File: src/rtl/bfrx_pkg.sv
package bfrx_pkg;

    typedef enum logic [1:0] {
        FS_HUNT   = 2'd0,
        FS_SYNC   = 2'd1,
        FS_ACTIVE = 2'd2
    } frame_state_t;

    typedef enum logic [2:0] {
        EC_NONE   = 3'd0,
        EC_CODE   = 3'd1,
        EC_PARITY = 3'd2,
        EC_ENDING = 3'd3
    } err_code_t;

    // Events produced by the cell decoder, consumed by the framer.
    typedef struct packed {
        logic bit_stb;   // mid-cell transition inside the timing window
        logic bit_val;   // decoded cell value (line level after transition)
        logic viol_stb;  // mid-cell transition missed
        logic viol_lvl;  // line level during the missed transition
        logic lock_stb;  // first edge after the line has been quiet
        logic lock_lvl;  // line level after that edge
    } cell_evt_t;

    function automatic logic code_is_legal(input logic [2:0] c);
        return (c == EC_CODE) || (c == EC_PARITY) || (c == EC_ENDING);
    endfunction

endpackage

File: src/rtl/bfrx_sampler.sv
module bfrx_sampler (
    input  logic clk,
    input  logic rst,
    input  logic rx_line,
    input  logic rx_disable,
    output logic lvl,
    output logic edge_seen
);
    logic s_q;
    logic s_prev;

    always_ff @(posedge clk) begin
        if (rst) begin
            s_q    <= 1'b0;
            s_prev <= 1'b0;
        end else begin
            s_q    <= rx_line & ~rx_disable;
            s_prev <= s_q;
        end
    end

    assign lvl       = s_q;
    assign edge_seen = s_q ^ s_prev;

endmodule

File: src/rtl/bfrx_cell_decoder.sv
module bfrx_cell_decoder
    import bfrx_pkg::*;
#(
    parameter int OVS = 8
) (
    input  logic      clk,
    input  logic      rst,
    input  logic      lvl,
    input  logic      edge_seen,
    output cell_evt_t evt
);
    localparam int MID_MIN_I = OVS - OVS / 4;
    localparam int VIOL_AT_I = OVS + OVS / 4 + 1;
    localparam int CW        = $clog2(VIOL_AT_I + 1);
    localparam logic [CW-1:0] MID_MIN = CW'(MID_MIN_I);
    localparam logic [CW-1:0] VIOL_AT = CW'(VIOL_AT_I);
    localparam logic [CW-1:0] ONE     = CW'(1);

    // Samples elapsed since the last mid-cell reference; saturates at VIOL_AT.
    logic [CW-1:0] since_mid;

    always_ff @(posedge clk) begin
        if (rst) begin
            since_mid <= VIOL_AT;
        end else if (edge_seen && since_mid >= MID_MIN) begin
            since_mid <= ONE;
        end else if (since_mid < VIOL_AT) begin
            since_mid <= since_mid + ONE;
        end
    end

    always_comb begin
        evt          = '0;
        evt.bit_stb  = edge_seen && (since_mid >= MID_MIN) && (since_mid < VIOL_AT);
        evt.bit_val  = lvl;
        evt.viol_stb = !edge_seen && (since_mid == VIOL_AT - ONE);
        evt.viol_lvl = lvl;
        evt.lock_stb = edge_seen && (since_mid >= VIOL_AT);
        evt.lock_lvl = lvl;
    end

    // a decided cell is never followed by another decision one sample later
    a_r1_cell_spacing: assert property (@(posedge clk) disable iff (rst)
        evt.bit_stb |=> !evt.bit_stb && !evt.viol_stb);

    // a missed transition is flagged once per quiet stretch
    a_r5_single_viol: assert property (@(posedge clk) disable iff (rst)
        evt.viol_stb |=> !evt.viol_stb && !evt.bit_stb);

endmodule

File: src/rtl/bfrx_framer.sv
module bfrx_framer
    import bfrx_pkg::*;
#(
    parameter int DW         = 8,
    parameter int START_ONES = 5
) (
    input  logic          clk,
    input  logic          rst,
    input  cell_evt_t     evt,
    output logic          rx_active,
    output logic          ser_data,
    output logic          ser_clk,
    output logic          byte_done,
    output logic [DW-1:0] byte_data,
    output logic          error_strobe,
    output logic [2:0]    error_code
);
    localparam int UNIT = DW + 1;
    localparam int IW   = $clog2(UNIT);
    localparam int OW   = $clog2(START_ONES + 1);
    localparam logic [IW-1:0] LAST_IDX = IW'(UNIT - 1);
    localparam logic [OW-1:0] ONES_REQ = OW'(START_ONES);

    frame_state_t    state;
    logic [OW-1:0]   ones;
    logic [IW-1:0]   idx;
    logic [UNIT-1:0] shreg;
    logic [UNIT-1:0] word;

    assign word      = {evt.bit_val, shreg[UNIT-1:1]};
    assign rx_active = (state != FS_HUNT);

    always_ff @(posedge clk) begin
        if (rst) begin
            state        <= FS_HUNT;
            ones         <= '0;
            idx          <= '0;
            shreg        <= '0;
            ser_data     <= 1'b0;
            ser_clk      <= 1'b0;
            byte_done    <= 1'b0;
            byte_data    <= '0;
            error_strobe <= 1'b0;
            error_code   <= EC_NONE;
        end else begin
            ser_clk      <= 1'b0;
            byte_done    <= 1'b0;
            error_strobe <= 1'b0;
            unique case (state)
                FS_HUNT: begin
                    if (evt.lock_stb) begin
                        ones <= evt.lock_lvl ? OW'(1) : '0;
                    end else if (evt.bit_stb) begin
                        if (!evt.bit_val)        ones <= '0;
                        else if (ones < ONES_REQ) ones <= ones + OW'(1);
                    end else if (evt.viol_stb) begin
                        ones <= '0;
                        if (evt.viol_lvl && ones >= ONES_REQ) state <= FS_SYNC;
                    end
                end
                FS_SYNC: begin
                    if (evt.lock_stb) begin
                        state <= FS_ACTIVE;
                        idx   <= '0;
                    end
                end
                FS_ACTIVE: begin
                    if (evt.bit_stb) begin
                        ser_clk  <= 1'b1;
                        ser_data <= evt.bit_val;
                        shreg    <= word;
                        if (idx == LAST_IDX) begin
                            idx <= '0;
                            if (^word) begin
                                error_strobe <= 1'b1;
                                error_code   <= EC_PARITY;
                                state        <= FS_HUNT;
                            end else begin
                                byte_done <= 1'b1;
                                byte_data <= word[UNIT-1:1];
                            end
                        end else begin
                            idx <= idx + IW'(1);
                        end
                    end else if (evt.viol_stb) begin
                        state <= FS_HUNT;
                        if (idx != '0) begin
                            error_strobe <= 1'b1;
                            error_code   <= EC_CODE;
                        end else if (evt.viol_lvl) begin
                            error_strobe <= 1'b1;
                            error_code   <= EC_ENDING;
                        end
                    end
                end
                default: state <= FS_HUNT;
            endcase
        end
    end

    // an error has already closed the message
    a_r8_err_closes: assert property (@(posedge clk) disable iff (rst)
        error_strobe |-> !rx_active);

    // only the three defined codes are reported
    a_r8_code_legal: assert property (@(posedge clk) disable iff (rst)
        error_strobe |-> code_is_legal(error_code));

    // a unit is either accepted or rejected, never both
    a_r8_strobe_excl: assert property (@(posedge clk) disable iff (rst)
        !(byte_done && error_strobe));

    // accepted units only appear inside a message
    a_r3_byte_in_msg: assert property (@(posedge clk) disable iff (rst)
        byte_done |-> rx_active);

    // serial clock pulses come from cells decoded inside a message
    a_r9_serclk_in_msg: assert property (@(posedge clk) disable iff (rst)
        ser_clk |-> $past(rx_active));

endmodule

File: src/rtl/biphase_frame_rx.sv
module biphase_frame_rx
    import bfrx_pkg::*;
#(
    parameter int OVS        = 8,
    parameter int DW         = 8,
    parameter int START_ONES = 5
) (
    input  logic          clk,
    input  logic          rst,
    input  logic          rx_line,
    input  logic          rx_disable,
    output logic          rx_active,
    output logic          ser_data,
    output logic          ser_clk,
    output logic          byte_done,
    output logic [DW-1:0] byte_data,
    output logic          error_strobe,
    output logic [2:0]    error_code
);
    logic      lvl;
    logic      edge_seen;
    cell_evt_t evt;

    bfrx_sampler u_sampler (
        .clk       (clk),
        .rst       (rst),
        .rx_line   (rx_line),
        .rx_disable(rx_disable),
        .lvl       (lvl),
        .edge_seen (edge_seen)
    );

    bfrx_cell_decoder #(.OVS(OVS)) u_decoder (
        .clk      (clk),
        .rst      (rst),
        .lvl      (lvl),
        .edge_seen(edge_seen),
        .evt      (evt)
    );

    bfrx_framer #(.DW(DW), .START_ONES(START_ONES)) u_framer (
        .clk         (clk),
        .rst         (rst),
        .evt         (evt),
        .rx_active   (rx_active),
        .ser_data    (ser_data),
        .ser_clk     (ser_clk),
        .byte_done   (byte_done),
        .byte_data   (byte_data),
        .error_strobe(error_strobe),
        .error_code  (error_code)
    );

    // a gated line can never open a message
    a_r10_disable_blocks: assert property (@(posedge clk) disable iff (rst)
        (rx_disable && $past(rx_disable) && $past(rx_disable, 2)) |-> !$rose(rx_active));

endmodule

File: config.mk
export PLATFORM = sky130hd
export DESIGN_NAME = biphase_frame_rx
export DESIGN_NICKNAME = d
export VERILOG_FILES = /design/src/rtl/bfrx_pkg.sv /design/src/rtl/bfrx_sampler.sv /design/src/rtl/bfrx_cell_decoder.sv /design/src/rtl/bfrx_framer.sv /design/src/rtl/biphase_frame_rx.sv
export SDC_FILE = /design/constraint.sdc
export NUM_CORES = 1
export LEC_CHECK = 0
export BUFFER_PORTS_ARGS = -buffer_cell sky130_fd_sc_hd__buf_2
export CORE_MARGIN = 2
export CORE_UTILIZATION = 57
export DETAILED_ROUTE_END_ITERATION = 10
export GPL_TIMING_DRIVEN = 0
export PLACE_DENSITY = 0.89
export SYNTH_ARGS = -nofsm -noshare
export SYNTH_HDL_FRONTEND = slang
export SYNTH_SLANG_ARGS = --single-unit
File: constraint.sdc
create_clock -name clk -period 2.5 [get_ports clk]
set_input_delay 0.375 -clock clk [delete_from_list [all_inputs] [get_ports clk]]
set_output_delay 0.375 -clock clk [all_outputs]
set_load 0.005 [all_outputs]
# Word-level counts from Yosys, hierarchy flattened
# Cells that the tools add are included.
# classes
addsub	3
magnitude_cmp	5
eq_ne	16
n_mux	36
bitwise	7
n_reduce_logical	24
# op_table
cell	count
two-way mux 3 bit	11
two-way mux 4 bit	5
two-way mux 2 bit	9
!= test 2 bit (second input constant)	5
two-way mux 1 bit	9
parity 9 bit	1
adder 4 x 1 -> 4 bit (second input constant)	2
equality test 4 bit (second input constant)	2
one-hot mux 4 bit (2 select lines)	1
AND reduction 8 bit	1
nonzero test 2 bit	4
!= test 2 x 1 -> 1 bit (second input constant)	3
!= test 3 x 2 -> 1 bit (second input constant)	2
one-hot mux 2 bit (3 select lines)	1
AND reduction 3 bit	2
nonzero test 3 bit	2
logical AND 1 bit	5
NOT 1 bit	5
AND reduction 5 bit	1
>= comparator 4 x 3 -> 1 bit (second input constant)	1
>= comparator 4 bit (second input constant)	1
less-than comparator 4 bit (second input constant)	1
!= test 4 x 3 -> 1 bit (second input constant)	1
AND reduction 4 bit	1
other kinds (14)	15
# word_totals
register_bits	39
inputBits	4
output_inout_bits	16
elab_cells	105

# Logic depth before layout (Yosys ltp)
# Gate-level depths: netlist (run 1).
# logic_depth
ltp_word	7
ltp_mapped	8
depth_no_buf	7

# Modules after synthesis
# Synthesis (run 1) repeated with hierarchy kept, for this count alone.
# hier_totals
cells_unflattened	211
hier_area_um2	1846.8
# modules_own_cells
module	n_inst	cells_per_inst	area_per_inst_um2	seq_area_each_um2
bfrx_framer	1	176	1520.2	600.6
bfrx_cell_decoder	1	30	261.5	80.1
bfrx_sampler	1	5	65.1	40.0

# Worst setup path before layout (run 1)
# OpenSTA, ideal clock, no wires.
# synth_timing
path_kind	register to register
startpoint	reg u_decoder.since_mid[0]
endpoint	reg u_framer.idx[2]
setup_time_ns	0.070
t_arrival_ns	1.744
t_required_ns	2.430
slack_ns	0.685
path_stages_with_launch	7
n_path_buf	0
cell_sequence	dfxtp_1 ha_1 o21ai_2 o2111ai_1 and2_4 or4b_1 a21oi_1
# synth_via
elab_chain_cells	5
elab_cells_between_ends	9
# synth_rtl
item	line_no	rtl
from (decl)	bfrx_cell_decoder.sv:20	logic [CW-1:0] since_mid;
from (signal assigned)	bfrx_cell_decoder.sv:28	since_mid <= since_mid + ONE;
>= comparator 4 x 3 -> 1 bit	bfrx_cell_decoder.sv:34	evt.bit_stb = edge_seen && (since_mid >= MID_MIN) && (since_mid < VIOL_AT);
logical AND 1 bit (2 in a row)	bfrx_cell_decoder.sv:34	
!= test 2 bit (no source line)	n/a	
AND reduction 3 bit (no source line) (*)	n/a	
to (signal assigned)	bfrx_framer.sv:83	idx <= idx + IW'(1);
to (decl)	bfrx_framer.sv:26	logic [IW-1:0] idx;
# Mark *: on every way between the ends. The rest lies on a longest branch, timed or not.
# A chain may end at the register's enable or synchronous reset.

# Worst setup path after layout (run 1)
# layout_timing
startpoint	reg u_decoder.since_mid[0]
endpoint	reg u_framer.error_code[1]
# layout_via
elab_chain_cells	5
elab_cells_between_ends	12
# layout_rtl
item	line_no	rtl
>= comparator 4 x 3 -> 1 bit	bfrx_cell_decoder.sv:34	
logical AND 1 bit (2 in a row)	bfrx_cell_decoder.sv:34	
!= test 2 x 1 -> 1 bit (no source line), or another cell as far along	n/a	
AND reduction 5 bit (no source line)	n/a	
to (signal assigned)	bfrx_framer.sv:44	error_code <= EC_NONE;
to (signal assigned)	bfrx_framer.sv:76	error_code <= EC_PARITY;
to (signal assigned)	bfrx_framer.sv:89	error_code <= EC_CODE;
to (decl)	bfrx_framer.sv:16	output logic [2:0] error_code
# Several ways; a longest one is shown, not always the timed one.

==> flow_summary_export.csv, run 1 <==
group,metric,value,unit
worst_setup_path,critPathLaunchType,"flop",
worst_setup_path,slowest_delay,0.36,ns
clock_tree,clk_path_buf_depth,2,
worst_setup_path,required,2.75,ns
hold_path,hold_path_depth,2,
status,status,"finished, final reports clean",
yosys,netlist_area,1737,sq um
sta,finalMaxSlewViolations,0,
clock_tree,post_cts_buffers,0,
clock_tree,cts_resized,0,
die,coreArea,2978,sq um
power_and_ir_drop,power_density,636.3,nW/um^2
clock_tree,htree_levels,2,
sta,period_share,83.33,%
final_layout,synthToLayoutAreaGrowth,11.89,%
detailed_routing,antenna_left,0,
worst_setup_path,slowest_stage,"dfxtp_1",
worst_setup_path,path_cells,"ha_1, o21ai_2, o2111ai_1, buf_2, nor2_4, nand2_1, a221oi_1",
yosys,synth_ff_type,"dfxtp_1",
yosys,synth_fp_nets,201,
yosys,yosysSeqAreaShare,41.50,%
worst_setup_path,setup.worst_path.end_class,"flop",
placement,place_congestion,0.7885,
run,maxCapViolations,0,
clock_tree,cts_tree,"built",
worst_setup_path,r2r_cells,7,
worst_setup_path,reg2reg_slack,0.42,ns
final_layout,fin_nets,225,
yosys,yosysMostFrequentCell,"dfxtp_1",
hold_path,hold_class,"in -> reg",
die,die_w,59.20,um
die,die_area,3504,sq um
placement,hpwl,2.478,mm
final_layout,instances_no_fill,249,
grt,overflow,0,
sta,finalSetupTns,0,ns
sta,tightestPinTransition,0.5124,ns
die,io_pins,20,
clock_tree,cts_hold_buf,0,
die,rows,20,
yosys,yosysWarnings,0,
yosys,synth-edff-count,0,
placement,numPortBuffers,17,
detailed_routing,first_pass_iters,4,
sta,layout_min_cycle_time,2.083,ns
grt,grt_pass1_vias,1297,
die,die_y,59.20,um
power_and_ir_drop,p_leak,0.8300,nW
sta,fin_worst_skew,0.007971,ns
clock_tree,clockRootBuffer,"clkbuf_4",
detailed_routing,vias,1406,
placement,placed_cells_incl_taps,241,
clock_tree,clkTransAtPathRegs,0.11,ns
final_layout,fillers,251,
final_layout,regArea,720.7,sq um
worst_setup_path,worstPathMaxFanout,10,
sta,rsz0062_at_grt,"false",
yosys,ys_ff_latch,36,
power_and_ir_drop,p_total,0.001236,W
final_layout,drive_above_1_share,18.06,%
yosys,synth-simple-area-share,19.02,%
yosys,synth-compound-area-share,17.87,%
worst_setup_path,crit-reg2reg-launch,"u_decoder.since_mid[0]$_SDFFE_PP1N_",
sta,finalHoldViolCount,0,
yosys,post_synth.cell_area_avg,9.092,sq um
grt,grt_pass1_wl,5.595,mm
yosys,synth_top_family_by_area,"simple AND/OR/NAND/NOR gates",
power_and_ir_drop,ir_drop,0.4781,mV
grt,antenna_found_initial,0,
yosys,yosysTopAreaCell,"dfxtp_1",
clock_tree,cts.sinks,36,
yosys,synthMuxAreaShare,4.611,%
sta,timing.hold.ws,0.1687,ns
yosys,syn_inst,191,
detailed_routing,routed_wl,3.408,mm
sta,max_freq,0.4800,GHz
sta,maxSlewHeadroom,65.84,%
worst_setup_path,arrival,2.34,ns
grt,grt_max_degree,13,
detailed_routing,wl_per_cell,13.69,um
sta,setup_viol,0,
die,initial_utilization,58.32,%
yosys,yosys-top-cells-count,"dfxtp_1 (36), a21oi_1 (18), nor2_1 (16)",
detailed_routing,drt-initial-drc-count,41,
clock_tree,clk_latency,0.35,ns
yosys,netlist_top_cells_area,"dfxtp_1 (41%), a21oi_1 (5.2%), mux2i_1 (4.6%)",
detailed_routing,drc,0,
final_layout,n_antenna_cell,0,
yosys,synth_xor_area_share,8.141,%
worst_setup_path,criticalPathCategory,"reg -> reg",
grt,grt_usage,21.69,%
yosys,synth_cell_types,47,
yosys,synth_top_area_share,41.50,%
detailed_routing,post_drt_via_cell_ratio,5.647,
yosys,yosys.area_share.adder,4.323,%
final_layout,multi_input_area,940.9,sq um
yosys,async_flop_share,0,%
clock_tree,cts_made_buffers,5,
worst_setup_path,critPathLaunch,"u_decoder.since_mid[0]$_SDFFE_PP1N_",
hold_path,min-delay-start,"rx_disable",
final timing paths:
path | end
worst max-delay path | u_framer.error_code[1]$_SDFFE_PP0P_
worst min-delay path | u_sampler.lvl$_SDFF_PP0_
worst max register to register | u_framer.error_code[1]$_SDFFE_PP0P_
worst min register to register | u_framer.error_code[0]$_SDFFE_PP0P_
per-layer routing:
metal	share of wire, %	GRT usage [%]	vias up
li1	-	-	724
met1	48	26.38	651
met2	46	34.38	23
met3	3.6	7.424	8
met4	2.3	10.06	0
met5	0	0	-
cell usage in the layout (no fill, tap or decap), types with 2 or more instances in the layout:
cell,Yosys,layout
nand2b_1,2,2
nand2_1,4,4
mux2i_1,8,8
xor2_1,3,3
dfxtp_1,36,36
a31oi_1,2,2
a221oi_1,2,2
xnor2_1,5,5
buf_2,3,20
nor2_1,16,16
o21ai_0,5,5
inv_1,7,7
or3b_2,2,2
or2_1,2,2
nand3_1,11,11
or4_1,3,3
ha_1,6,6
clkbuf_1,5,5
o21a_1,3,3
nor2b_1,4,4
nand4b_1,2,2
buf_4,2,2
xnor2_2,2,2
clkbuf_4,0,5
nand3b_1,2,2
o21ai_1,12,12
a21oi_1,18,18
nor3_1,4,4
where the power goes:
part	internal, W	total (W)	switching, W
clock	0.000208	0.000413	0.000205
combinational	0.0000879	0.000207	0.000120
sequential	0.000593	0.000616	0.0000232
total	0.000889	0.00124	0.000347
kinds of logic (layout without fill, tap and decap cells):
kind of cell    after synthesis  in the layout
buf+inv                      17             42
fa+ha+maj                     6              6
mux                           8              8
other cells                   1              1
flops                        36             36
simple gates                 59             59
compound gates               52             52
xor+xnor                     12             12
per-stage QoR:
stage,utilization (%),setup WS (ns),instance area [sq um]
3_5_place_dp,62.56,0.4896,1863
4_1_cts,65.25,0.4407,1943
6_report,65.25,0.4168,1943
2_1_floorplan,-,0.6855,1737
3_3_place_gp,62.56,0.4995,1863
5_1_grt,65.25,0.2350,1943
flip-flops by register name (all words and copies together) (netlist names):
name,cells
u_sampler.s_prev,1
u_framer.byte_data,8
u_framer.ser_clk,1
u_framer.byte_done,1
u_framer.error_code,2
u_framer.ones,3
u_framer.shreg,7
u_decoder.since_mid,4
u_sampler.lvl,1
u_framer.idx,4
u_framer.state,2
u_framer.ser_data,1
u_framer.error_strobe,1
critical path, delay by kind of cell, from the launching register on:
family,cells,cell delay (ns)
adder cells (fa/ha/maj),1,0.24
AND/OR/NAND/NOR,2,0.35
flip-flops,1,0.36
AO/OA/AOI/OAI,3,0.76
buffers and inverters,1,0.28
area by class of cell:
cell class / count / area share, %
clock buffer: 5 / 1.932
timing repair buffer: 17 / 4.379
tap: 33 / 2.125
sequential: 36 / 37.09
inverter: 7 / 1.352
multi-input combinational: 138 / 48.42
clock inverter: 3 / 2.189
buffer: 10 / 2.511
Power figures use the tool's default switching activity.
==> run 2, diff against run 1 <==
==> constraint.sdc (replaced) <==
create_clock -name clk -period 2.15 [get_ports clk]
set_input_delay 0.3225 -clock clk [delete_from_list [all_inputs] [get_ports clk]]
set_output_delay 0.3225 -clock clk [all_outputs]
set_load 0.005 [all_outputs]
==> flow_summary_export.csv, run 2 (synthesis gave the netlist of run 1 again) <==
group,metric,value,unit
sta,rsz0062_at_grt,"false",
placement,place_congestion,0.7885,
worst_setup_path,slowest_stage,"or4b_1",
sta,tightestPinTransition,0.5117,ns
final_layout,layout_commonest_cell,"dfxtp_1",
hold_path,hold_path_depth,2,
detailed_routing,drt-initial-drc-count,33,
placement,numPortBuffers,17,
clock_tree,clockRootBuffer,"clkbuf_4",
grt,grt_pass1_vias,1297,
final_layout,synthToLayoutAreaGrowth,12.61,%
detailed_routing,vias,1430,
sta,finalHoldViolCount,0,
clock_tree,cts_hold_buf,0,
grt,grt_pass1_wl,5.595,mm
worst_setup_path,critPathLaunchType,"flop",
die,coreArea,2978,sq um
clock_tree,clk_path_buf_depth,2,
detailed_routing,routed_wl,3.455,mm
grt,overflow,0,
final_layout,final_cell_mix,"dfxtp_1 (36), buf_2 (19), a21oi_1 (18)",
detailed_routing,post_drt_via_cell_ratio,5.766,
final_layout,drive_above_1_share,18.60,%
worst_setup_path,r2r_cells,6,
run,maxCapViolations,0,
die,die_w,59.20,um
clock_tree,post_cts_buffers,0,
sta,finalSetupTns,0,ns
power_and_ir_drop,ir_drop,0.5754,mV
clock_tree,clk_latency,0.35,ns
clock_tree,cts_made_buffers,5,
placement,pre_cts_slack,0.1396,ns
final_layout,reg_top3,"u_framer.byte_data (8), u_framer.shreg (7)",
clock_tree,htree_levels,2,
clock_tree,clkTransAtPathRegs,0.11,ns
sta,fin_ws,0.1993,ns
worst_setup_path,required,2.44,ns
power_and_ir_drop,power_density,742.5,nW/um^2
worst_setup_path,worstPathMaxFanout,6,
hold_path,hold_class,"in -> reg",
worst_setup_path,path_cells,"ha_1, o21a_1, nand4b_1, and2_4, or4b_1, a21oi_1",
grt,antenna_found_initial,0,
final_layout,regArea,720.7,sq um
sta,finalMaxSlewViolations,0,
clock_tree,cts_tree,"built",
sta,period_share,90.73,%
clock_tree,cts.sinks,36,
sta,layout_min_cycle_time,1.951,ns
final_layout,fillers,249,
final_layout,multi_input_area,954.7,sq um
worst_setup_path,arrival,2.24,ns
clock_tree,cts_resized,0,
worst_setup_path,slowest_delay,0.49,ns
final_layout,largest_register,"u_framer.byte_data",
die,io_pins,20,
sta,setup_viol,0,
placement,hpwl,2.478,mm
die,initial_utilization,58.32,%
worst_setup_path,setup.worst_path.end_class,"flop",
worst_setup_path,criticalPathCategory,"reg -> reg",
grt,grt_max_degree,13,
detailed_routing,wl_per_cell,13.93,um
final_layout,fin_nets,224,
grt,grt_usage,21.69,%
sta,maxSlewHeadroom,65.89,%
die,die_y,59.20,um
detailed_routing,antenna_left,0,
detailed_routing,drc,0,
die,rows,20,
final_layout,n_antenna_cell,0,
final_layout,largest_reg_flops,8,
detailed_routing,first_pass_iters,6,
power_and_ir_drop,p_leak,0.8320,nW
sta,max_freq,0.5126,GHz
status,status,"finished, final reports clean",
sta,fin_worst_skew,0.01167,ns
die,die_area,3504,sq um
-- run 2: cell types whose count changed in the layout (fill, tap and decap cells not counted), sizes merged --
cell | previous run | this run
clkbuf | 10 | 9
-- run 2: path summary, 6_finish.rpt --
path | to | start | slack, ns
worst max-delay path | u_framer.idx[2]$_SDFFE_PP0P_ | u_decoder.since_mid[1]$_SDFFE_PP1P_ | 0.20
worst min-delay path | u_sampler.lvl$_SDFF_PP0_ | rx_disable | 0.12
worst max register to register | u_framer.idx[2]$_SDFFE_PP0P_ | u_decoder.since_mid[1]$_SDFFE_PP1P_ | 0.20
worst min register to register | u_framer.error_code[0]$_SDFFE_PP0P_ | u_framer.error_code[0]$_SDFFE_PP0P_ | 0.49
-- run 2: cell type report --
cell class,count,area share [%]
clock buffer,5,1.919
buffer,9,2.431
multi-input combinational,138,48.82
sequential,36,36.85
timing repair buffer,17,4.351
clock inverter,3,2.175
inverter,7,1.344
tap,33,2.111
-- run 2: per-layer routing --
layer | vias up | wire, um | GRT usage (%)
li1 | 724 | - | -
met1 | 666 | 1566 | 26.38
met2 | 31 | 1658 | 34.38
met3 | 9 | 162 | 7.424
met4 | 0 | 68 | 10.06
met5 | - | 0 | 0
-- run 2: power breakdown --
part / internal (W) / leakage, nW / switching (W)
Clock: 0.000242 / 0.0412 / 0.000239
Combinational: 0.000109 / 0.500 / 0.000143
Sequential: 0.000689 / 0.291 / 0.0000285
-- run 2: metrics by stage --
stage          util (%)  hold slack, ns  std cells  total power [W]  area [sq um]
2_1_floorplan         -          0.3983        191        0.0009196          1737
3_3_place_gp      62.56          0.4674        241        0.0009614          1863
3_5_place_dp      62.56          0.4740        241        0.0009672          1863
4_1_cts           65.25          0.1044        249         0.001444          1943
5_1_grt           65.67          0.1108        248         0.001515          1956
6_report          65.67          0.1153        248         0.001452          1956
-- run 2: worst max-delay path, delay by kind of cell, from the launching register on --
kind	cells	cell delay [ns]
AOI/OAI and AO/OA	2	0.32
adders and majority gates	1	0.27
DFF	1	0.42
and+or+nand+nor	3	0.89
==> run 3, diff against run 2 <==
--- a/config.mk
+++ b/config.mk
@@ -5,12 +5,14 @@
 export SDC_FILE = /design/constraint.sdc
 export NUM_CORES = 1
 export LEC_CHECK = 0
+export ABC_AREA = 1
 export BUFFER_PORTS_ARGS = -buffer_cell sky130_fd_sc_hd__buf_2
 export CORE_MARGIN = 2
-export CORE_UTILIZATION = 57
+export CORE_UTILIZATION = 60
+export CTS_BUF_LIST = sky130_fd_sc_hd__clkbuf_4 sky130_fd_sc_hd__clkbuf_8
 export DETAILED_ROUTE_END_ITERATION = 10
 export GPL_TIMING_DRIVEN = 0
-export PLACE_DENSITY = 0.89
+export PLACE_DENSITY = 0.92
 export SYNTH_ARGS = -nofsm -noshare
 export SYNTH_HDL_FRONTEND = slang
 export SYNTH_SLANG_ARGS = --single-unit
==> flow_summary_export.csv, run 3 <==
group,metric,value,unit
status,status,"finished, final reports clean",
yosys,synth_fp_nets,254,
power_and_ir_drop,p_leak,0.9929,nW
placement,numPortBuffers,18,
power_and_ir_drop,clkPwrFrac,28.7,%
yosys,syn_inst,244,
sta,fin_worst_skew,0.01518,ns
yosys,synth-compound-area-share,12.78,%
die,rows,20,
yosys,synth-simple-area-share,27.79,%
worst_setup_path,criticalPathCategory,"reg -> reg",
placement,hpwl,2.656,mm
yosys,yosys.area_share.adder,4.057,%
clock_tree,clkTransAtPathRegs,0.10,ns
power_and_ir_drop,power_frac_comb,25.6,%
sta,tightestPinTransition,0.6704,ns
yosys,yosysTopAreaCell,"dfxtp_1",
worst_setup_path,timing.rr.end,"u_framer.state[1]$_SDFFE_PP0P_",
grt,overflow,0,
worst_setup_path,path_common_cell,"inv_1",
worst_setup_path,worstPathMaxFanout,5,
clock_tree,cts_hold_buf,0,
clock_tree,cts_made_buffers,5,
worst_setup_path,crit-reg2reg-launch,"u_framer.idx[0]$_SDFFE_PP0P_",
final_layout,largest_register,"u_framer.byte_data",
worst_setup_path,path_cells,"inv_1, ha_1, inv_1, nor3_1, nand3_1, nand2_1, nand2_1, o21ai_0, inv_1",
final_layout,fillers,253,
sta,finalMaxSlewViolations,0,
final_layout,synthToLayoutAreaGrowth,11.43,%
yosys,synth-edff-count,0,
yosys,yosysSeqAreaShare,38.95,%
yosys,ys_ff_latch,36,
final_layout,n_antenna_cell,0,
grt,grt_pass1_wl,6.085,mm
worst_setup_path,arrival,2.11,ns
worst_setup_path,slowest_delay,0.52,ns
worst_setup_path,required,2.39,ns
hold_path,hold_path_depth,2,
die,coreArea,3003,sq um
yosys,synthMuxAreaShare,0,%
worst_setup_path,r2r_cells,9,
clock_tree,cts.sinks,36,
die,die_area,3544,sq um
clock_tree,clk_path_buf_depth,2,
grt,antenna_found_initial,0,
detailed_routing,vias,1625,
hold_path,min-delay-start,"rx_disable",
final_layout,layout_commonest_cell,"nand2_1",
placement,place_congestion,0.8304,
worst_setup_path,path_buf_inv,3,
worst_setup_path,critPathLaunchType,"flop",
clock_tree,clk_latency,0.35,ns
final_layout,largest_reg_flops,8,
die,io_pins,20,
yosys,synth_xor_area_share,5.274,%
power_and_ir_drop,ir_drop,0.5408,mV
yosys,yosysWarnings,0,
sta,period_share,87.06,%
detailed_routing,drc,0,
yosys,netlist_top_cells_area,"dfxtp_1 (39%), nand2_1 (11%), inv_1 (7.1%)",
die,die_y,59.54,um
final_layout,drive_above_1_share,17.41,%
yosys,synth_top_area_share,38.95,%
worst_setup_path,critPathLaunch,"u_framer.idx[0]$_SDFFE_PP0P_",
yosys,post_synth.cell_area_avg,7.584,sq um
worst_setup_path,slowest_stage,"nor3_1",
yosys,synth_top_family_by_area,"simple AND/OR/NAND/NOR gates",
hold_path,min_to,"u_sampler.lvl$_SDFF_PP0_",
final_layout,reg_top3,"u_framer.byte_data (8), u_framer.shreg (7)",
sta,setup_viol,0,
sta,timing.hold.ws,0.1166,ns
grt,grt_usage,22.92,%
run,maxCapViolations,0,
detailed_routing,post_drt_via_cell_ratio,5.363,
detailed_routing,wl_per_cell,11.85,um
yosys,synth_ff_type,"dfxtp_1",
final_layout,fin_nets,279,
detailed_routing,antenna_left,0,
detailed_routing,first_pass_iters,4,
worst_setup_path,setup.worst_path.end_class,"flop",
final_layout,regArea,720.7,sq um
clock_tree,cts_resized,0,
sta,max_freq,0.5342,GHz
clock_tree,cts_tree,"built",
power_and_ir_drop,switching_share,33.26,%
final_layout,multi_input_area,927.1,sq um
yosys,async_flop_share,0,%
hold_path,hold_class,"in -> reg",
power_and_ir_drop,power_density,793.3,nW/um^2
die,die_w,59.54,um
yosys,synth_cell_types,36,
grt,grt_pass1_vias,1438,
sta,finalHoldViolCount,0,
clock_tree,clockRootBuffer,"clkbuf_4",
final_layout,final_cell_mix,"nand2_1 (54), dfxtp_1 (36), inv_1 (35)",
grt,grt_max_degree,13,
yosys,yosysMostFrequentCell,"nand2_1",
detailed_routing,drt-initial-drc-count,48,
power_and_ir_drop,internal-power,0.001092,W
sta,finalSetupTns,0,ns
worst_setup_path,cp_top_family,"simple AND/OR/NAND/NOR gates",
sta,maxSlewHeadroom,54.96,%
power_and_ir_drop,seqPwrFrac,45.7,%
clock_tree,post_cts_buffers,0,
die,initial_utilization,61.63,%
detailed_routing,routed_wl,3.592,mm
power_and_ir_drop,netSwitchingPower,0.0005441,W
yosys,netlist_area,1851,sq um
worst_setup_path,reg2reg_slack,0.28,ns
sta,rsz0062_at_grt,"false",
yosys,yosys-top-cells-count,"nand2_1 (54), dfxtp_1 (36), inv_1 (35)",
final_layout,final_util,68.67,%
sta,layout_min_cycle_time,1.872,ns
clock_tree,htree_levels,2,
==> run 3: logic make-up (layout without fill, tap and decap cells) <==
group,Yosys count,after routing
compound gates,43,43
xor+xnor,9,9
fa+ha+maj,6,6
buf+inv,45,71
flops,36,36
other cells,1,1
simple gates,104,104
==> run 3: final cells by class <==
type | count | area share, %
plain buffers | 7 | 2.670
inverters | 38 | 7.160
well taps | 33 | 2.002
repair buffers | 18 | 4.369
flip-flops and latches | 36 | 34.95
clock inverters | 3 | 2.063
multi-input cells | 163 | 44.96
clock buffers | 5 | 1.820
==> run 3: worst max path at each step <==
| stage | cells after the start | slack (ns) | end |
|---|---|---|---|
| 2_1_floorplan | 8 | 0.53 | u_framer.error_code[0]$_SDFFE_PP0P_ |
| 3_3_place_gp | 8 | 0.38 | u_framer.error_code[0]$_SDFFE_PP0P_ |
| 3_5_place_dp | 9 | 0.36 | u_framer.error_code[1]$_SDFFE_PP0P_ |
| 4_1_cts | 9 | 0.32 | u_framer.state[1]$_SDFFE_PP0P_ |
| 5_1_grt | 8 | 0.17 | u_framer.ones[2]$_SDFFE_PP0P_ |
| 6_report | 9 | 0.28 | u_framer.state[1]$_SDFFE_PP0P_ |
==> run 3: layer usage <==
layer	routed length, um	GRT usage, %	share of wire (%)	up-vias
met5	0	0	0	-
met4	53	8.571	1.5	0
met3	236	7.424	6.6	6
met2	1751	39.40	49	61
met1	1550	26.39	43	726
li1	-	-	-	832
==> run 3: stage by stage <==
| step | instances | total power, W | instance area, sq um | worst slack (ns) |
|---|---|---|---|---|
| final | 303 | 0.001636 | 2062 | 0.2781 |
| after global routing | 303 | 0.001753 | 2062 | 0.1661 |
| after CTS | 303 | 0.001648 | 2062 | 0.3192 |
| after detailed placement | 295 | 0.001171 | 1982 | 0.3551 |
| after global placement | 295 | 0.001152 | 1982 | 0.3758 |
| after floorplan | 244 | 0.001086 | 1851 | 0.5279 |
==> run 3: power groups by stage <==
| stage | combinational (W) | clock [W] | sequential, W |
|---|---|---|---|
| 6_report | 0.000419 | 0.000470 | 0.000747 |
| 2_1_floorplan | 0.000331 | 0 | 0.000755 |
| 4_1_cts | 0.000417 | 0.000484 | 0.000747 |
| 5_1_grt | 0.000476 | 0.000522 | 0.000755 |
| 3_3_place_gp | 0.000392 | 0 | 0.000760 |
| 3_5_place_dp | 0.000409 | 0 | 0.000762 |
